File: src/rtl/regbank_pkg.sv
package regbank_pkg;
    typedef enum logic [0:0] {
        ST_IDLE   = 1'b0,
        ST_ACCESS = 1'b1
    } bank_state_e;
endpackage

File: src/rtl/regbank_fsm.sv
module regbank_fsm
    import regbank_pkg::*;
#(
    parameter int WAIT_CYCLES = 2
) (
    input  logic clk,
    input  logic rst_n,
    input  logic psel,
    input  logic penable,
    output logic ready
);
    localparam int CNT_W = (WAIT_CYCLES > 0) ? $clog2(WAIT_CYCLES + 1) : 1;
    localparam logic [CNT_W-1:0] CNT_LAST = CNT_W'(WAIT_CYCLES);

    bank_state_e      state_q, state_d;
    logic [CNT_W-1:0] cnt_q, cnt_d;
    logic             count_done;

    assign count_done = (cnt_q == CNT_LAST);

    // state register
    always_ff @(posedge clk or negedge rst_n) begin
        if (!rst_n) begin
            state_q <= ST_IDLE;
            cnt_q   <= '0;
        end else begin
            state_q <= state_d;
            cnt_q   <= cnt_d;
        end
    end

    // next state and outputs
    always_comb begin
        state_d = state_q;
        cnt_d   = cnt_q;
        ready   = 1'b0;
        unique case (state_q)
            ST_IDLE: begin
                if (psel && !penable) begin
                    state_d = ST_ACCESS;
                    cnt_d   = '0;
                end
            end
            ST_ACCESS: begin
                if (!psel) begin
                    state_d = ST_IDLE;
                end else if (penable) begin
                    if (count_done) begin
                        ready   = 1'b1;
                        state_d = ST_IDLE;
                    end else begin
                        cnt_d = cnt_q + CNT_W'(1);
                    end
                end
            end
            default: state_d = ST_IDLE;
        endcase
    end

    a_r4_ready_in_access: assert property (@(posedge clk) disable iff (!rst_n)
        ready |-> (psel && penable && state_q == ST_ACCESS));

    a_r10_setup_enters_access: assert property (@(posedge clk) disable iff (!rst_n)
        (state_q == ST_IDLE && psel && !penable) |=> (state_q == ST_ACCESS && cnt_q == '0));
endmodule

File: src/rtl/regbank_decode.sv
module regbank_decode #(
    parameter int                    ADDR_W      = 8,
    parameter int                    NUM_REGS    = 8,
    parameter logic [NUM_REGS-1:0]   SECURE_MASK = 8'hC0
) (
    input  logic [ADDR_W-1:0]           paddr,
    input  logic                        non_secure,
    output logic [$clog2(NUM_REGS)-1:0] sel,
    output logic                        bad_align,
    output logic                        bad_range,
    output logic                        sec_reject,
    output logic                        reject
);
    localparam int IDX_W = ADDR_W - 2;
    localparam int SEL_W = $clog2(NUM_REGS);

    logic [IDX_W-1:0] word_idx;
    logic             in_range;

    assign word_idx   = paddr[ADDR_W-1:2];
    assign bad_align  = (paddr[1:0] != 2'b00);
    assign in_range   = (word_idx < IDX_W'(NUM_REGS));
    assign bad_range  = !in_range;
    assign sel        = word_idx[SEL_W-1:0];
    assign sec_reject = in_range && non_secure && SECURE_MASK[sel];
    assign reject     = bad_align || bad_range || sec_reject;
endmodule

File: src/rtl/regbank_storage.sv
module regbank_storage #(
    parameter int NUM_REGS = 8,
    parameter int DATA_W   = 32
) (
    input  logic                        clk,
    input  logic                        rst_n,
    input  logic                        wr_en,
    input  logic [$clog2(NUM_REGS)-1:0] sel,
    input  logic [DATA_W-1:0]           wdata,
    input  logic [DATA_W/8-1:0]         strb,
    output logic [DATA_W-1:0]           rdata
);
    localparam int LANES = DATA_W / 8;

    logic [DATA_W-1:0] regs_q [NUM_REGS];

    for (genvar r = 0; r < NUM_REGS; r++) begin : g_reg
        for (genvar b = 0; b < LANES; b++) begin : g_lane
            always_ff @(posedge clk or negedge rst_n) begin
                if (!rst_n) begin
                    regs_q[r][8*b +: 8] <= 8'h00;
                end else if (wr_en && (int'(sel) == r) && strb[b]) begin
                    regs_q[r][8*b +: 8] <= wdata[8*b +: 8];
                end
            end
        end
    end

    assign rdata = (int'(sel) < NUM_REGS) ? regs_q[sel] : '0;

    for (genvar r = 0; r < NUM_REGS; r++) begin : g_hold_chk
        a_r5_regs_hold: assert property (@(posedge clk) disable iff (!rst_n)
            !(wr_en && int'(sel) == r) |=> $stable(regs_q[r]));
    end
endmodule

File: src/rtl/apb_secure_regbank.sv
module apb_secure_regbank #(
    parameter int                  ADDR_W      = 8,
    parameter int                  DATA_W      = 32,
    parameter int                  NUM_REGS    = 8,
    parameter int                  WAIT_CYCLES = 2,
    parameter logic [NUM_REGS-1:0] SECURE_MASK = 8'hC0
) (
    input  logic                clk,
    input  logic                rst_n,
    input  logic                psel,
    input  logic                penable,
    input  logic                pwrite,
    input  logic [ADDR_W-1:0]   paddr,
    input  logic [DATA_W-1:0]   pwdata,
    input  logic [DATA_W/8-1:0] pstrb,
    input  logic [2:0]          pprot,
    output logic [DATA_W-1:0]   prdata,
    output logic                pready,
    output logic                pslverr
);
    localparam int SEL_W = $clog2(NUM_REGS);

    logic             done;
    logic [SEL_W-1:0] sel;
    logic             bad_align, bad_range, sec_reject, reject;
    logic             wr_commit;
    logic [DATA_W-1:0] store_rdata;
    logic             unused_prot;

    assign unused_prot = pprot[0] ^ pprot[2];

    regbank_fsm #(
        .WAIT_CYCLES(WAIT_CYCLES)
    ) u_fsm (
        .clk     (clk),
        .rst_n   (rst_n),
        .psel    (psel),
        .penable (penable),
        .ready   (done)
    );

    regbank_decode #(
        .ADDR_W      (ADDR_W),
        .NUM_REGS    (NUM_REGS),
        .SECURE_MASK (SECURE_MASK)
    ) u_decode (
        .paddr      (paddr),
        .non_secure (pprot[1]),
        .sel        (sel),
        .bad_align  (bad_align),
        .bad_range  (bad_range),
        .sec_reject (sec_reject),
        .reject     (reject)
    );

    assign wr_commit = done && pwrite && !reject;

    regbank_storage #(
        .NUM_REGS (NUM_REGS),
        .DATA_W   (DATA_W)
    ) u_storage (
        .clk   (clk),
        .rst_n (rst_n),
        .wr_en (wr_commit),
        .sel   (sel),
        .wdata (pwdata),
        .strb  (pstrb),
        .rdata (store_rdata)
    );

    always_comb begin
        pready  = done;
        pslverr = done && reject;
        prdata  = (done && !pwrite && !reject) ? store_rdata : '0;
    end

    a_r11_err_at_completion: assert property (@(posedge clk) disable iff (!rst_n)
        pslverr |-> (pready && psel && penable));

    a_r5_quiet_while_waiting: assert property (@(posedge clk) disable iff (!rst_n)
        (psel && penable && !pready) |-> (prdata == '0 && !pslverr));

    a_r8_secure_reject: assert property (@(posedge clk) disable iff (!rst_n)
        (pready && sec_reject) |-> (pslverr && prdata == '0));

    a_r6_misaligned_err: assert property (@(posedge clk) disable iff (!rst_n)
        (pready && (bad_align || bad_range)) |-> pslverr);
endmodule

File: config.mk
export PLATFORM = sky130hd
export DESIGN_NAME = apb_secure_regbank
export DESIGN_NICKNAME = d
export VERILOG_FILES = /design/src/rtl/regbank_pkg.sv /design/src/rtl/regbank_fsm.sv /design/src/rtl/regbank_decode.sv /design/src/rtl/regbank_storage.sv /design/src/rtl/apb_secure_regbank.sv
export SDC_FILE = /design/constraint.sdc
export NUM_CORES = 1
export LEC_CHECK = 0
export ABC_CLOCK_PERIOD_IN_PS = 2200
export CAP_MARGIN = 20
export CORE_ASPECT_RATIO = 1.1
export CORE_UTILIZATION = 54
export CTS_BUF_LIST = sky130_fd_sc_hd__clkbuf_16
export DETAILED_ROUTE_END_ITERATION = 10
export HOLD_SLACK_MARGIN = 0.12
export PLACE_DENSITY = 0.83
export REMOVE_ABC_BUFFERS = 1
export SLEW_MARGIN = 15
export SYNTH_ARGS = -nofsm -noshare
export SYNTH_HDL_FRONTEND = slang
export SYNTH_HIERARCHICAL = 1
export SYNTH_SLANG_ARGS = --single-unit
File: constraint.sdc
create_clock -name clk -period 2.2 [get_ports clk]
set_input_delay 0.22 -clock clk [delete_from_list [all_inputs] [get_ports clk]]
set_output_delay 0.22 -clock clk [all_outputs]
set_load 0.005 [all_outputs]
* Yosys cells after proc, flatten, opt, wreduce, memory -nomap -nowiden
Memory sizes are Yosys's and may differ from the RTL's. Index checks and enable logic that the tools add are counted.
Operators by class: add/subtract/negate cells 1, order comparisons 3, equal/unequal tests 12, mux-type cells 19, bitwise logic cells 2, reduce and logical (&&, ||, !) cells 57
Operator list (count):
- 32-bit binary-select mux with 3-bit select | 1
- 32-bit 2-to-1 mux | 3
- 1-bit logical AND | 48
- 3-bit == test (second input constant) | 4
- 1-bit 2-to-1 mux | 9
- 2-bit 2-to-1 mux | 4
- 3-bit by 2-bit == test with 1-bit output (second input constant) | 2
- 6-bit by 4-bit less-than comparator with 1-bit output (second input constant) | 1
- 2-bit != test (second input constant) | 3
- 4-bit greater-or-equal comparator (second input constant) | 1
- 1-bit logical NOT | 4
- 3-bit by 4-bit less-than comparator with 1-bit output (second input constant) | 1
- 3-bit NOT with 4-bit output | 1
- 2-bit case mux with 2 select lines | 1
- 4-bit AND reduction | 1
- 3-bit by 1-bit == test with 1-bit output (second input constant) | 1
- 3-bit logical NOT | 1
- 2-bit by 1-bit adder with 2-bit output (second input constant) | 1
- 2-bit == test (second input constant) | 1
- 1-bit logical OR | 2
- 2-bit by 1-bit != test with 1-bit output (second input constant) | 1
- 1-bit case mux with 2 select lines | 1
- 2-bit nonzero test | 1
- 1-bit NOT | 1
Word-level totals: register bits 259, bits in read-only memories 8, input port bits 52, output and inout bits 34, logic and storage cells 129, memories 1
Memory list:
- (no name shown) | words 8, bits a word 1, read ports 1, clocked after Yosys merged registers in 0, write ports 0, RTL line regbank_decode.sv:25 | assign sec_reject = in_range && non_secure && SECURE_MASK[sel];

* Logic depth before layout (Yosys ltp)
Gate-level depths: netlist (run 1).
word-level depth 9, depth in mapped cells 9, gate-level depth less buffers 7

* By module
Netlist (run 1), hierarchy kept.
Modules (own cells, without submodules):
- regbank_storage | instances 1, cells an instance 789, area each 11951.5 sq um, sequential area each 6406.1 sq um
- apb_secure_regbank | instances 1, cells an instance 43, area each 447.9 sq um, sequential area each 0.0 sq um
- regbank_fsm | instances 1, cells an instance 16, area each 172.7 sq um, sequential area each 75.1 sq um
- regbank_decode | instances 1, cells an instance 8, area each 57.6 sq um, sequential area each 0.0 sq um

* Worst setup path before layout (run 1)
OpenSTA, ideal clock, no wires.
path type in2reg, from input paddr[6], to register u_storage/regs_q[145] (netlist bit), setup time 0.125 ns, arrival time 2.449 ns, required time 2.075 ns, path slack -0.374 ns, cell stages on the path 8, buffers on the path 2, cells stage by stage or3_4 or3b_1 buf_2 and3b_1 buf_4 nand3_2 nor2_4 mux2_2
Between the ends: cells in the longest elaborated chain, start to end 8, elaborated cells between the ends (all ways) 10, classes of those cells 1 x order compare; 9 x reduce/logical
Ends and longest elaborated chain:
- from (decl) | RTL line apb_secure_regbank.sv:13 | input logic [ADDR_W-1:0] paddr,
- 6-bit by 4-bit less-than comparator with 1-bit output (*) | RTL line regbank_decode.sv:22 | assign in_range = (word_idx < IDX_W'(NUM_REGS));
- 1-bit logical NOT / 1-bit logical AND (equally long branches) | RTL line regbank_decode.sv:23, regbank_decode.sv:25
- 1-bit logical OR / 1-bit logical AND (equally long branches) | RTL line regbank_decode.sv:26, regbank_decode.sv:25
- 1-bit logical OR (*) | RTL line regbank_decode.sv:26 | assign reject = bad_align || bad_range || sec_reject;
- via reject | RTL line apb_secure_regbank.sv:25 | logic bad_align, bad_range, sec_reject, reject;
- 1-bit logical NOT (*) | RTL line apb_secure_regbank.sv:56 | assign wr_commit = done && pwrite && !reject;
- 1-bit logical AND (*) | RTL line apb_secure_regbank.sv:56
- via wr_commit | RTL line apb_secure_regbank.sv:26 | logic wr_commit;
- 1-bit logical AND (*) (2 in series) | RTL line regbank_storage.sv:22 | end else if (wr_en && (int'(sel) == r) && strb[b]) begin
- to (signal, indexed assignment) | RTL line regbank_storage.sv:23 | regs_q[r][8*b +: 8] <= wdata[8*b +: 8];
- to (decl) | RTL line regbank_storage.sv:15 | logic [DATA_W-1:0] regs_q [NUM_REGS];
The timed path passes the listed nets; every way through them passes the cells marked *. A chain may end at the register's enable or synchronous reset.

* Final worst setup path (run 1)
from register u_fsm.cnt_q[0], to register u_storage/regs_q[149] (netlist bit)
Between the ends: cells in the longest elaborated chain, start to end 9
Ends and longest elaborated chain:
- from (decl) | RTL line regbank_fsm.sv:16 | logic [CNT_W-1:0] cnt_q, cnt_d;
- from (signal assigned) | RTL line regbank_fsm.sv:28 | cnt_q <= cnt_d;
- 2-bit == test | RTL line regbank_fsm.sv:19 | assign count_done = (cnt_q == CNT_LAST);
- 1-bit 2-to-1 mux | RTL line regbank_fsm.sv:48 | if (count_done) begin
- 1-bit 2-to-1 mux | RTL line regbank_fsm.sv:47 | end else if (penable) begin
- 1-bit 2-to-1 mux | RTL line regbank_fsm.sv:45 | if (!psel) begin
- 1-bit 2-to-1 mux | RTL line regbank_fsm.sv:37 | unique case (state_q)
- 1-bit logical AND (2 in series) | RTL line apb_secure_regbank.sv:56
- via wr_commit | RTL line apb_secure_regbank.sv:26
- 1-bit logical AND (2 in series) | RTL line regbank_storage.sv:22
The timed path passes the listed nets, and every way through them passes these cells.

==> impl_metrics.env, run 1 <==
export IMPL_p_total_mw=10.46
export IMPL_syn_inst=855
export IMPL_syn_to_final_growth_pct=35.65
export IMPL_critical_path_max_stage_delay_ns=0.39
export IMPL_clkSinkCount=259
export IMPL_crit_slowest_cell="dfrtp_1"
export IMPL_max_slew_margin_pct=61.28
export IMPL_grt_pass1_vias=9750
export IMPL_yosys_warnings=6
export IMPL_hold_viol_final=0
export IMPL_dieArea_mm2=0.02400
export IMPL_cts_buffer_depth=3
export IMPL_peakVddDrop_uv=500.2
export IMPL_htreeDepth=1
export IMPL_reg2reg_from="u_fsm/cnt_q[0]$_DFFE_PN0P_"
export IMPL_regToRegSetupSlack_ns=-0.15
export IMPL_maxCapViolations=0
export IMPL_syn_area_mm2=0.01263
export IMPL_clk_latency_ns=0.54
export IMPL_path_class="reg -> reg"
export IMPL_reg2reg_to="u_storage/regs_q[149]$_DFFE_PN0P_"
export IMPL_cp_arrival_ns=2.76
export IMPL_final_max_slew_violation_count=0
export IMPL_reg2reg_depth=11
export IMPL_skew_ns=0.01652
export IMPL_violations="negative setup slack"
export IMPL_status="finished with violations"
export IMPL_most_common_layout_cells="mux2_4, dfrtp_1, buf_4"
export IMPL_avgSynthCellArea_um2=14.77
export IMPL_path_cells="inv_2, ha_4, and4_4, buf_6, and3b_2, buf_12, nand3_4, buf_6, nor2_4, buf_12, mux2_4"
export IMPL_clk_pin_slew_ns=0.06
export IMPL_vias=8850
export IMPL_cellPowerDensity_mw_per_mm2=610.7
export IMPL_track_usage_pct=33.47
export IMPL_cp_max_fo=8
export IMPL_min_path_type="in -> async"
export IMPL_row_count=58
export IMPL_drt_wl_total_um=39160
export IMPL_rsz0062_at_grt="yes"
export IMPL_cp_required_ns=2.61
export IMPL_worstSetupStartpointType="flop"
export IMPL_first_pass_iters=5
export IMPL_setup_tns_ns=-21.27
export IMPL_start_util_pct=55.06
export IMPL_drc=0
export IMPL_dp_slack_ns=-0.8555
export IMPL_dr_first_iter_drc_count=692
export IMPL_layout_drive_gt1_share_pct=56.85
export IMPL_period_needed_ns=2.350
export IMPL_gp_congestion=0.7824
export IMPL_dpl_hpwl_um=20920
export IMPL_vias_per_cell=6.381
export IMPL_p_leak_nw=8.185
export IMPL_die_h_um=162.4
export IMPL_antenna_found_initial=0
export IMPL_coreArea_mm2=0.02293
export IMPL_grt_pass1_wl_um=59980
export IMPL_layout_setup_ws_ns=-0.1495
export IMPL_io_buffer_count=83
export IMPL_die_width_um=147.8
export IMPL_grt_ovfl_total=0
export IMPL_layout_commonest_cell="mux2_4"
export IMPL_fin_nets=1120
export IMPL_end_kind="flop"
export IMPL_clock_fmax_mhz=425.6
export IMPL_io_pins=86
export IMPL_tightest_slew_ns=0.5782
export IMPL_wl_per_cell_um=28.23
export IMPL_cts_buffers=27
export IMPL_num_antenna_cells=0
export IMPL_cts_tree="built"
export IMPL_grt_max_degree=70
export IMPL_clock_root_buffer="clkbuf_16"
export IMPL_period_share_pct=106.8
export IMPL_setup_viol=288
export IMPL_holdWs_ns=0.2268
export IMPL_postRouteAntennaNets=0
-- where the power goes --
group	leakage (nW)	internal (mW)	switching (mW)
Combinational	4.11	0.428	0.537
Clock	0.458	2.80	1.90
Sequential	3.62	4.78	0.0186
Total	8.19	8.01	2.45
-- repair_timing --
action / 4_1_cts / 5_1_grt
endpoints found under the hold margin: 86 / 0
pin swaps: 44 / 31
gates resized for setup: 419 / 21
buffers inserted: 19 / 3
hold buffers: 1 / 0
gates cloned: 6 / 0
setup endpoints to repair: 278 / 289
-- stage by stage --
stage	util (%)	instances	area, µm²
4_1_cts	74.25	1385	17030
5_1_grt	74.68	1387	17130
6_report	74.68	1387	17130
3_5_place_dp	64.25	1310	14730
2_1_floorplan	-	808	12320
3_3_place_gp	64.25	1310	14730
-- per-layer routing --
metal / part of all wire [%] / up-vias / track usage, %
met5: 0 / - / 0
met4: 4.9 / 0 / 17.90
met3: 5.8 / 132 / 6.078
met2: 50 / 363 / 55.79
met1: 40 / 4705 / 41.55
li1: - / 3650 / -
-- registers in the layout, indices dropped and copies added, names as in the netlist --
| signal | cells |
|---|---|
| u_fsm/cnt_q | 2 |
| u_fsm/state_q | 1 |
| u_storage/regs_q | 256 |
-- cell type report --
type	instances	area [µm²]
fill	1280	5806
clock buffer	27	675.6
inverter	2	7.507
timing repair buffer	230	2467
tap	300	375.4
sequential	259	6481
clock inverter	22	219.0
multi-input combinational	547	6900
-- critical path: cells and delay by family, from the launching register on --
family | cells | cell delay, ns
muxes | 1 | 0.34
buffers and inverters | 5 | 0.68
DFF | 1 | 0.39
adders and majority gates | 1 | 0.13
and+or+nand+nor | 4 | 0.67
-- worst max-delay path by stage --
stage	cells past startpoint	to	slack [ns]	start
global placement	6	prdata[22]	-0.89	paddr[6]
finish	11	u_storage/regs_q[149]$_DFFE_PN0P_	-0.15	u_fsm/cnt_q[0]$_DFFE_PN0P_
floorplan	6	u_storage/regs_q[48]$_DFFE_PN0P_	-0.75	paddr[6]
detailed placement	6	prdata[22]	-0.86	paddr[6]
global route	11	u_storage/regs_q[149]$_DFFE_PN0P_	-0.20	u_fsm/cnt_q[0]$_DFFE_PN0P_
CTS	6	prdata[23]	-0.13	u_fsm/cnt_q[0]$_DFFE_PN0P_
No activity file was read; power rests on OpenSTA's default activity.
==> run 2: changes to the inputs <==
SLEW_MARGIN = unset   (was 15)
==> results of run 2 <==
No change in the layout: final DEF, timing and power equal those of run 1.
==> run 3: changes to the inputs <==
CORE_MARGIN = 2   (was unset)
CORE_UTILIZATION = 55   (was 54)
CTS_BUF_LIST = sky130_fd_sc_hd__clkbuf_8   (was sky130_fd_sc_hd__clkbuf_16)
PLACE_DENSITY = 0.84   (was 0.83)
==> run 3 against run 2 <==
Against the previous run:
- the run still ends with negative setup slack left
- total power shrank 4.8%
- sequential cell count is the same
- setup slack lost 0.074 ns
- final area shrank 0.88%
- clock-buffer cell count grew 27
- clock power shrank 10%
- first-iteration DRC count shrank 1.9%
- fmax shrank 3.0%
- largest cell class unchanged
- non-clock buffer count shrank 12
- critical endpoint is now u_storage/regs_q[173]$_DFFE_PN0P_
- die area grew 0.78%
==> impl_metrics.env, run 3 (synthesis results as in run 1) <==
export IMPL_num_antenna_cells=0
export IMPL_p_total_mw=9.960
export IMPL_htreeDepth=2
export IMPL_reg2reg_depth=10
export IMPL_maxCapViolations=0
export IMPL_io_pins=86
export IMPL_dieArea_mm2=0.02418
export IMPL_design_area_mm2=0.01698
export IMPL_crit_path_frequent_cell="buf_12"
export IMPL_grt_max_degree=67
export IMPL_fin_cells=1402
export IMPL_peakVddDrop_uv=608.8
export IMPL_cp_required_ns=2.62
export IMPL_vias_per_cell=6.276
export IMPL_critical_path_max_stage_delay_ns=0.40
export IMPL_setup_tns_ns=-47.07
export IMPL_holdWs_ns=0.2277
export IMPL_fin_nets=1124
export IMPL_clk_latency_ns=0.54
export IMPL_grt_pass1_vias=9732
export IMPL_path_class="reg -> reg"
export IMPL_cp_max_fo=8
export IMPL_worstSetupStartpointType="flop"
export IMPL_p_leak_nw=8.177
export IMPL_start_util_pct=55.59
export IMPL_cp_arrival_ns=2.85
export IMPL_fill_cells=1271
export IMPL_drc=0
export IMPL_die_h_um=162.9
export IMPL_cts_tree="built"
export IMPL_layout_drive_gt1_share_pct=58.17
export IMPL_cts_buffer_depth=3
export IMPL_min_path_type="in -> async"
export IMPL_status="finished with violations"
export IMPL_largest_register_ffs=256
export IMPL_path_cells="inv_2, ha_4, and4_4, buf_12, buf_8, and3b_2, buf_12, nand3_4, nor2_8, mux2_2"
export IMPL_row_count=58
export IMPL_tightest_slew_ns=0.6905
export IMPL_antenna_found_initial=1
export IMPL_track_usage_pct=31.26
export IMPL_grt_pass1_wl_um=57700
export IMPL_io_buffer_count=83
export IMPL_clkSinkCount=259
export IMPL_reg2reg_from="u_fsm/cnt_q[0]$_DFFE_PN0P_"
export IMPL_drt_wl_total_um=37650
export IMPL_area_sequential_mm2=0.006481
export IMPL_clk_pin_slew_ns=0.06
export IMPL_coreArea_mm2=0.02271
export IMPL_regToRegSetupSlack_ns=-0.22
export IMPL_syn_to_final_growth_pct=34.46
export IMPL_die_width_um=148.5
export IMPL_gp_congestion=0.7877
export IMPL_dr_first_iter_drc_count=679
export IMPL_reg2reg_to="u_storage/regs_q[173]$_DFFE_PN0P_"
export IMPL_grt_ovfl_total=0
export IMPL_placed_area_mm2=0.01471
export IMPL_dp_cells=1298
export IMPL_setup_worst_path_start="u_fsm/cnt_q[0]$_DFFE_PN0P_"
export IMPL_first_pass_iters=5
export IMPL_skew_ns=0.01631
export IMPL_most_common_layout_cells="dfrtp_1, mux2_4, buf_4"
export IMPL_hold_viol_final=0
export IMPL_clock_fmax_mhz=412.7
export IMPL_cellPowerDensity_mw_per_mm2=586.7
export IMPL_layout_commonest_cell="dfrtp_1"
export IMPL_violations="negative setup slack"
export IMPL_clock_root_buffer="clkbuf_8"
export IMPL_layout_setup_ws_ns=-0.2233
export IMPL_top_regs="u_storage/regs_q: 256 flops, u_fsm/cnt_q: 2 flops, u_fsm/state_q: 1 flops"
export IMPL_cts_buffers=43
export IMPL_vias=8799
export IMPL_end_kind="flop"
export IMPL_multi_input_area_mm2=0.006883
export IMPL_dpl_hpwl_um=20950
export IMPL_setup_viol=286
export IMPL_period_share_pct=110.1
export IMPL_postRouteAntennaNets=0
export IMPL_crit_slowest_cell="dfrtp_1"
export IMPL_rsz0062_at_grt="yes"
export IMPL_endpoint="u_storage/regs_q[173]$_DFFE_PN0P_"
export IMPL_largest_register="u_storage/regs_q"
export IMPL_wl_per_cell_um=26.86
export IMPL_final_max_slew_violation_count=0
export IMPL_period_needed_ns=2.423
export IMPL_max_slew_margin_pct=53.76
## run 3: timing repair
| action | 4_1_cts | 5_1_grt |
|---|---|---|
| hold buffers | 1 | 0 |
| endpoints found under the hold margin | 254 | 0 |
| gates cloned | 4 | 2 |
| buffers inserted | 17 | 5 |
| setup endpoints to repair | 290 | 288 |
| pin swaps | 40 | 30 |
| gates resized for setup | 435 | 18 |
## run 3: area by class of cell
cell class                 count  area share, %
sequential                   259          38.18
clock inverter                22         0.6928
clock buffer                  54          4.378
multi-input combinational    547          40.54
tap                          300          2.211
inverter                       2        0.04422
timing repair buffer         218          13.95
## run 3: metrics by stage
stage / util [%] / worst slack [ns]
after global routing: 74.74 / -0.2537
after global placement: 64.75 / -0.6499
after CTS: 74.22 / -0.1764
final: 74.74 / -0.2233
after detailed placement: 64.75 / -0.7083
after floorplan: - / -0.7452
## run 3: critical path, delay by kind of cell (launching register included)
family / cells / cell delay, ns
fa+ha+maj: 1 / 0.13
buf+inv: 4 / 0.51
simple gates: 4 / 0.88
mux: 1 / 0.37
flops: 1 / 0.40
## run 3: worst min path at each step
| stage | start | endpoint | slack (ns) | depth (start not counted) |
|---|---|---|---|---|
| floorplan | rst_n | u_fsm/cnt_q[0]$_DFFE_PN0P_ | -0.08 | 0 |
| global placement | rst_n | u_storage/regs_q[174]$_DFFE_PN0P_ | 0.21 | 1 |
| detailed placement | rst_n | u_storage/regs_q[235]$_DFFE_PN0P_ | 0.21 | 1 |
| CTS | rst_n | u_storage/regs_q[235]$_DFFE_PN0P_ | 0.23 | 2 |
| global route | rst_n | u_storage/regs_q[235]$_DFFE_PN0P_ | 0.27 | 2 |
| finish | rst_n | u_storage/regs_q[238]$_DFFE_PN0P_ | 0.23 | 2 |
## run 3: per-layer routing
| layer | track usage, % | share of wire (%) | wire [µm] |
|---|---|---|---|
| met5 | 0 | 0.035 | 13 |
| met3 | 7.675 | 6.1 | 2310 |
| met4 | 13.59 | 4.1 | 1543 |
| met2 | 51.45 | 49 | 18490 |
| met1 | 39.53 | 41 | 15290 |
## run 3: power breakdown
| part | internal [mW] | total [mW] | switching [mW] | leakage, nW |
|---|---|---|---|---|
| registers | 4.79 | 4.80 | 0.0188 | 3.62 |
| clock network | 2.32 | 4.21 | 1.89 | 0.503 |
| logic | 0.417 | 0.944 | 0.528 | 4.06 |
